[config.mk]
export PLATFORM = sky130hd
export DESIGN_NAME = vlen_ctrl
export DESIGN_NICKNAME = d
export VERILOG_FILES = /design/src/rtl/vlen_pkg.sv /design/src/rtl/vlen_decode.sv /design/src/rtl/vlen_clamp.sv /design/src/rtl/vlen_seq.sv /design/src/rtl/vlen_ctrl.sv
export SDC_FILE = /design/constraint.sdc
export NUM_CORES = 1
export LEC_CHECK = 0
export BUFFER_PORTS_ARGS = -buffer_cell sky130_fd_sc_hd__buf_4
export CORE_MARGIN = 10
export CORE_UTILIZATION = 32
export CTS_CLUSTER_DIAMETER = 60
export DETAILED_ROUTE_END_ITERATION = 8
export HOLD_SLACK_MARGIN = 0.12
export PLACE_DENSITY = 0.78
export SLEW_MARGIN = 10
export SYNTH_ARGS = -nofsm -noshare
export SYNTH_HDL_FRONTEND = slang
export SYNTH_SLANG_ARGS = --single-unit
export TNS_END_PERCENT = 30
[constraint.sdc]
create_clock -name clk_i -period 2 [get_ports clk_i]
set_input_delay 0.2 -clock clk_i [delete_from_list [all_inputs] [get_ports clk_i]]
set_output_delay 0.2 -clock clk_i [all_outputs]
set_load 0.05 [all_outputs]
[src/rtl/vlen_pkg.sv]
package vlen_pkg;
  localparam int unsigned ADDR_W = 12;

  localparam logic [ADDR_W-1:0] A_GET_VL  = 12'hCF0;
  localparam logic [ADDR_W-1:0] A_SET_VL  = 12'hCF1;
  localparam logic [ADDR_W-1:0] A_GET_MVL = 12'hCF2;
  localparam logic [ADDR_W-1:0] A_SET_MVL = 12'hCF3;

  typedef enum logic [2:0] {
    OP_NONE,
    OP_GET_VL,
    OP_GET_MVL,
    OP_SET_VL,
    OP_SET_MVL,
    OP_BAD
  } vlen_op_e;

  typedef enum logic [1:0] {
    ST_IDLE,
    ST_RD,
    ST_WB
  } vlen_st_e;
endpackage

[src/rtl/vlen_decode.sv]
module vlen_decode
  import vlen_pkg::*;
(
  input  logic              req_i,
  input  logic              we_i,
  input  logic [ADDR_W-1:0] addr_i,
  output vlen_op_e          op_o
);
  always_comb begin
    op_o = OP_NONE;
    if (req_i) begin
      unique case (addr_i)
        A_GET_VL:  op_o = OP_GET_VL;
        A_GET_MVL: op_o = OP_GET_MVL;
        A_SET_VL:  op_o = we_i ? OP_SET_VL  : OP_GET_VL;
        A_SET_MVL: op_o = we_i ? OP_SET_MVL : OP_GET_MVL;
        default:   op_o = OP_BAD;
      endcase
    end
  end
endmodule

[src/rtl/vlen_clamp.sv]
module vlen_clamp #(
  parameter int unsigned NW = 6,
  parameter int unsigned WW = 64
) (
  input  logic [NW-1:0] lim_i,
  input  logic [WW-1:0] val_i,
  output logic [NW-1:0] min_o
);
  // wide compare so that upper bits of val_i count
  always_comb begin
    if (val_i < WW'(lim_i)) min_o = val_i[NW-1:0];
    else                    min_o = lim_i;
  end
endmodule

[src/rtl/vlen_seq.sv]
module vlen_seq
  import vlen_pkg::*;
#(
  parameter int unsigned XLEN  = 64,
  parameter int unsigned LEN_W = 6,
  parameter int unsigned IDX_W = 5
) (
  input  logic             clk_i,
  input  logic             rst_ni,
  input  vlen_op_e         op_i,
  input  logic [IDX_W-1:0] idx_i,
  input  logic [LEN_W-1:0] mvl_new_i,
  input  logic [LEN_W-1:0] vl_new_i,
  output logic [LEN_W-1:0] mvl_o,
  output logic [XLEN-1:0]  rdata_o,
  output logic             done_o,
  output logic             illegal_o,
  output logic [IDX_W-1:0] rf_idx_o,
  output logic             rf_we_o,
  output logic [XLEN-1:0]  rf_wdata_o
);
  vlen_st_e         st_q;
  logic [LEN_W-1:0] vl_q, mvl_q;
  logic [IDX_W-1:0] idx_q;
  logic [XLEN-1:0]  rdata_q;
  logic             done_q, bad_q;

  always_ff @(posedge clk_i or negedge rst_ni) begin
    if (!rst_ni) begin
      st_q    <= ST_IDLE;
      vl_q    <= '0;
      mvl_q   <= '0;
      idx_q   <= '0;
      rdata_q <= '0;
      done_q  <= 1'b0;
      bad_q   <= 1'b0;
    end else begin
      done_q <= 1'b0;
      bad_q  <= 1'b0;
      unique case (st_q)
        ST_IDLE: begin
          unique case (op_i)
            OP_GET_VL: begin
              rdata_q <= XLEN'(vl_q);
              done_q  <= 1'b1;
            end
            OP_GET_MVL: begin
              rdata_q <= XLEN'(mvl_q);
              done_q  <= 1'b1;
            end
            OP_SET_MVL: begin
              rdata_q <= XLEN'(mvl_q);
              mvl_q   <= mvl_new_i;
              done_q  <= 1'b1;
            end
            OP_SET_VL: begin
              idx_q <= idx_i;
              st_q  <= ST_RD;
            end
            OP_BAD: begin
              rdata_q <= '0;
              done_q  <= 1'b1;
              bad_q   <= 1'b1;
            end
            default: ;
          endcase
        end
        ST_RD: begin
          vl_q <= vl_new_i;
          st_q <= ST_WB;
        end
        ST_WB: begin
          rdata_q <= XLEN'(vl_q);
          done_q  <= 1'b1;
          st_q    <= ST_IDLE;
        end
        default: st_q <= ST_IDLE;
      endcase
    end
  end

  assign mvl_o      = mvl_q;
  assign rdata_o    = rdata_q;
  assign done_o     = done_q;
  assign illegal_o  = bad_q;
  assign rf_idx_o   = idx_q;
  assign rf_we_o    = (st_q == ST_WB) && (idx_q != '0);
  assign rf_wdata_o = XLEN'(vl_q);


  wb_not_x0_chk: assert property (@(posedge clk_i) disable iff (!rst_ni)
    rf_we_o |-> rf_idx_o != '0);


  vl_bounded_chk: assert property (@(posedge clk_i) disable iff (!rst_ni)
    (st_q == ST_WB) |-> vl_q <= mvl_q);


  setvl_readback_chk: assert property (@(posedge clk_i) disable iff (!rst_ni)
    (st_q == ST_WB) |=> done_o && rdata_o == XLEN'(vl_q));


  bad_no_state_chk: assert property (@(posedge clk_i) disable iff (!rst_ni)
    (st_q == ST_IDLE && op_i == OP_BAD) |=> illegal_o && $stable(vl_q) && $stable(mvl_q));


  plain_done_chk: assert property (@(posedge clk_i) disable iff (!rst_ni)
    (st_q == ST_IDLE && (op_i == OP_GET_VL || op_i == OP_GET_MVL || op_i == OP_SET_MVL))
      |=> done_o && !illegal_o);
endmodule

[src/rtl/vlen_ctrl.sv]
module vlen_ctrl
  import vlen_pkg::*;
#(
  parameter int unsigned XLEN  = 64,
  parameter int unsigned LEN_W = 6,
  parameter int unsigned IDX_W = 5
) (
  input  logic              clk_i,
  input  logic              rst_ni,
  input  logic              csr_req_i,
  input  logic              csr_we_i,
  input  logic [ADDR_W-1:0] csr_addr_i,
  input  logic [XLEN-1:0]   csr_wdata_i,
  output logic [XLEN-1:0]   csr_rdata_o,
  output logic              csr_done_o,
  output logic              csr_illegal_o,
  output logic [IDX_W-1:0]  rf_raddr_o,
  input  logic [XLEN-1:0]   rf_rdata_i,
  output logic              rf_we_o,
  output logic [IDX_W-1:0]  rf_waddr_o,
  output logic [XLEN-1:0]   rf_wdata_o
);
  localparam logic [LEN_W-1:0] LEN_CAP = LEN_W'((1 << LEN_W) - 1);

  vlen_op_e         op;
  logic [LEN_W-1:0] mvl, mvl_new, vl_new;
  logic [IDX_W-1:0] rf_idx;

  vlen_decode u_dec (
    .req_i  (csr_req_i),
    .we_i   (csr_we_i),
    .addr_i (csr_addr_i),
    .op_o   (op)
  );

  vlen_clamp #(.NW(LEN_W), .WW(XLEN)) u_mvl_clamp (
    .lim_i (LEN_CAP),
    .val_i (csr_wdata_i),
    .min_o (mvl_new)
  );

  vlen_clamp #(.NW(LEN_W), .WW(XLEN)) u_vl_clamp (
    .lim_i (mvl),
    .val_i (rf_rdata_i),
    .min_o (vl_new)
  );

  vlen_seq #(.XLEN(XLEN), .LEN_W(LEN_W), .IDX_W(IDX_W)) u_seq (
    .clk_i      (clk_i),
    .rst_ni     (rst_ni),
    .op_i       (op),
    .idx_i      (csr_wdata_i[IDX_W-1:0]),
    .mvl_new_i  (mvl_new),
    .vl_new_i   (vl_new),
    .mvl_o      (mvl),
    .rdata_o    (csr_rdata_o),
    .done_o     (csr_done_o),
    .illegal_o  (csr_illegal_o),
    .rf_idx_o   (rf_idx),
    .rf_we_o    (rf_we_o),
    .rf_wdata_o (rf_wdata_o)
  );

  assign rf_raddr_o = rf_idx;
  assign rf_waddr_o = rf_idx;
endmodule

# Word level (Yosys, flattened, before mapping)
# Index checks and enable logic that the tools add are counted.
# totals
regBits	85
output_inout_bits	141
input_bits	144
wordCells	45
# op_classes
n_eq_ne	13
n_reduce_logical	9
magnitude_cmp	2
muxes	14
# op_table
op	n
$pmux W64 S3	1
$pmux W64 S2	1
$lt A64 B6 Y1	1
$lt A64 B6 Y1 const B	1
$eq A12 B12 Y1 const B	4
$mux W6	2
$pmux W3 S4	1
$eq A3 B2 Y1 const B	2
$eq A3 B3 Y1 const B	2
$mux W3	2
$reduce_and A2 Y1	3
$reduce_bool A5 Y1	1
$mux W2	2
$ne A4 B4 Y1 const B	1
$pmux W2 S2	1
$reduce_or A4 Y1	1
$eq A3 B1 Y1 const B	1
$mux W1	3
$eq A2 B1 Y1 const B	1
$eq A2 B2 Y1 const B	1
$logic_not A2 Y1	1
$ne A2 B2 Y1 const B	1
$pmux W1 S2	1
$reduce_bool A2 Y1	1
other kinds (2)	2

# Logic depth before layout (Yosys ltp)
# logic_depth
depth_word	7
ltp_mapped	8
depth_no_buf	7

# By module
# Synthesis repeated with hierarchy kept, for this count alone.
# hier_totals
cells_unflattened	297
area_unflattened_um2	2841.5
# modules_own_cells
module	area_each_um2	seq_area_each_um2	cells_each	n_inst
vlen_seq	2018.2	675.6	194	1
vlen_clamp	350.3	0.0	43	2
vlen_decode	81.3	0.0	11	1
vlen_ctrl	41.3	0.0	6	1

# Worst setup path before layout
# Ideal clock, no wire load.
# synth_path
kind	register -> register
from	register u_seq.mvl_q[5], in the netlist u_seq.mvl_o[5]
to	register u_seq.vl_q[0]
required_time_ns	1.935
arrival_ns	1.854
path_stages_with_launch	9
period_less_slack_ns	1.920
path_buffers	1
setup_slack_ns	0.080
setup_time_ns	0.065
cell_sequence	dfrtp_1 -> inv_1 -> ha_1 -> nand2_1 -> nor4_1 -> and3_1 -> clkbuf_1 -> a21oi_1 -> nand2_1
# synth_between
elab_chain_len	2
# synth_lines
element	line_no	source
from (decl)	vlen_seq.sv:23	logic [LEN_W-1:0] vl_q, mvl_q;
from (signal assigned)	vlen_seq.sv:53	mvl_q <= mvl_new_i;
$lt A64 B6 Y1	vlen_clamp.sv:11	if (val_i < WW'(lim_i)) min_o = val_i[NW-1:0];
$mux W6	vlen_clamp.sv:11	
to (signal assigned)	vlen_seq.sv:69	vl_q <= vl_new_i;
to (decl)	vlen_seq.sv:23	
# No other way between the ends.
# A chain may end at the register's enable or synchronous reset.

# Worst setup path in the final report
# layout_path
from	register u_seq.mvl_q[5], in the netlist u_seq.mvl_o[5]
to	register u_seq.vl_q[1]
# Same word-level chain as after synthesis.

==> run metrics <==
status=completed; hold path start=csr_wdata_i[5]; Pwr Total=1.65 mW; Routed WL=10.1 mm; Setup Crit Path Kind=reg -> reg; clock skew=0.00334 ns; hold_ws=0.157 ns; routed length per instance=17.0 um; Port Buffers=168; post-synthesis register bit count=27; final period utilization=0.943; Worst EP required=2.16 ns; post-synthesis async set-or-reset flop share=1.00; Die ar.=12400 um^2; Final min period=1.89 ns; Vias/cell=4.31; Post-CTS Setup Bufs=0; Ant. Diodes=0; synth top area cells=buf_4 34%, dfrtp_1 25%, nor4_1 7.0%; Final ANT Viol Nets=0; GPL Wtd Cong=0.827; CTS buffer count=3; CTS max path bufs=2; Leakage=1.99 nW; first-pass GRT wire length=15.1 mm; Horiz. Die Dim=111 um; largest net degree at the start of global routing=28; area leader, netlist=buf_4; CTS tree=yes; crit start category=register; Hold Crit Class=in -> reg; core area=8180 um^2; Final nets=635; final hold vios=0; RR Startpoint=u_seq.mvl_o[5]; clock sink count=27; CP Data Arrival Time=2.05 ns; Site Rows=33; DRC=0; Peak VDD IR=0.243 mV; DR iter-0 viols=138; Post-Synthesis Cells=316; Main synth FF type=dfrtp_1; most frequent cells in the layout=175 x buf_4, 116 x conb_1, 29 x nor4_1, 27 x dfrtp_1, 24 x nand2_1; # IOs=285; commonest non-fill, non-tap cell in the layout=buf_4; GRT Util Overall=0.146; post-DP HPWL=9.28 mm; vias in the first global route=2864; grt total ovfl=0; Highest Clock Rate=0.530 GHz; Synth Warn #=0; Die Span Y=111 um; library cells used by synthesis=37; initial core utilization=0.327; largest fanout on the critical path=6; crit path launch=u_seq.mvl_o[5]; H-tree levels=1; fin. max-slew vios=0; antenna violations before repair=0; crit end category=register; share of layout cells above drive strength 1=0.392; Syn Area/Cell=8.47 um^2; Final Setup Violations=0; post-synth top area share=0.340; via count=2545; Post-Syn Area=2680 um^2; clock root cell=clkbuf_8; P&R area growth vs syn=37.8%; post-synthesis sequential area ratio=0.253; CTS clk-pin slew, worst paths=0.09 ns; drt first pass iters=4; Max Cap Viol=0; worst skew pair latency=0.27 ns; number of synthesized flops with an enable pin=0; Cell Pwr Density=447 nW/um^2
[Yosys cell counts (6+ instances only)]
| cell | n |
|---|---|
| and2_1 | 7 |
| nor2_1 | 7 |
| inv_1 | 7 |
| nand4_1 | 8 |
| dfrtp_1 | 27 |
| buf_4 | 121 |
| nor2b_1 | 7 |
| o22a_1 | 6 |
| mux2i_1 | 6 |
| a31oi_1 | 6 |
| a21oi_1 | 7 |
| nand2_1 | 24 |
| nor4_1 | 30 |
[cells by family after synthesis]
family,after synthesis,share of synthesized area
AOI/OAI and AO/OA,35,0.0950
adders and majority gates,5,0.0234
buffers and inverters,134,0.361
DFF,27,0.253
muxes,11,0.0435
other,1,0.00140
and+or+nand+nor,103,0.224
[through the flow]
stage	TNS (ns)	util	cells	cell area, um^2	worst slack, ns
floorplan	0	-	431	3110	0.0802
global placement	0	0.443	585	3620	0.205
detailed placement	0	0.443	585	3620	0.0698
CTS	0	0.450	590	3680	0.0389
global route	-0.0359	0.451	590	3690	-0.0137
finish	0	0.451	590	3690	0.114
[per-layer routing]
layer | track usage | vias up | part of all wire
li1 | - | 1219 | -
met1 | 0.137 | 1142 | 0.33
met2 | 0.265 | 172 | 0.51
met3 | 0.0859 | 12 | 0.14
met4 | 0.0411 | 0 | 0.019
met5 | 0 | - | 0
[area by class of cell]
cell class              instances  area [um^2]
well taps                     105          131
clock buffers                   4         45.0
fillers                       806         4490
repair buffers                177         1340
multi-input cells             270         1470
flip-flops and latches         27          676
inverters                       7         26.3
[registers in the layout, summed over array words and instances, names as in the netlist]
signal           count
u_seq.mvl_o          6
u_seq.done_o         1
u_seq.rdata_o        6
u_seq.illegal_o      1
u_seq.st_q           2
u_seq.vl_q           6
u_seq.rf_idx_o       5
[worst max-delay path, cell delays in order (launching register included)]
cell and delay, ns:
dfrtp_1 0.36, inv_1 0.05, ha_1 0.18, nor4_2 0.30, nand4_1 0.19, nor4_4 0.26
buf_6 0.17, mux2i_1 0.19, nand2_1 0.07
[worst paths after layout]
check,endpoint,slack (ns),cells after the start
worst max-delay path,u_seq.vl_q[1],0.11,8
worst max register to register,u_seq.vl_q[1],0.11,8
worst min register to register,u_seq.rdata_o[0],0.50,2
max in group asynchronous,u_seq.rdata_o[2],1.36,2
worst min-delay path,u_seq.mvl_o[5],0.16,2
min in group asynchronous,u_seq.mvl_o[5],0.37,2
[repair_timing]
| item | 4_1_cts | 5_1_grt |
|---|---|---|
| hold buffers | 1 | 0 |
| gates resized for setup | 0 | 2 |
| hold endpoints to repair | 27 | 0 |
| setup endpoints to repair | 0 | 6 |
[power by group]
part	internal (mW)	switching, mW	total, mW	leakage, nW
clock network	0.143	0.164	0.307	0.0228
logic	0.203	0.587	0.790	1.59
registers	0.548	0.00141	0.550	0.373
total	0.894	0.753	1.65	1.99
Power figures use the tool's default switching activity.
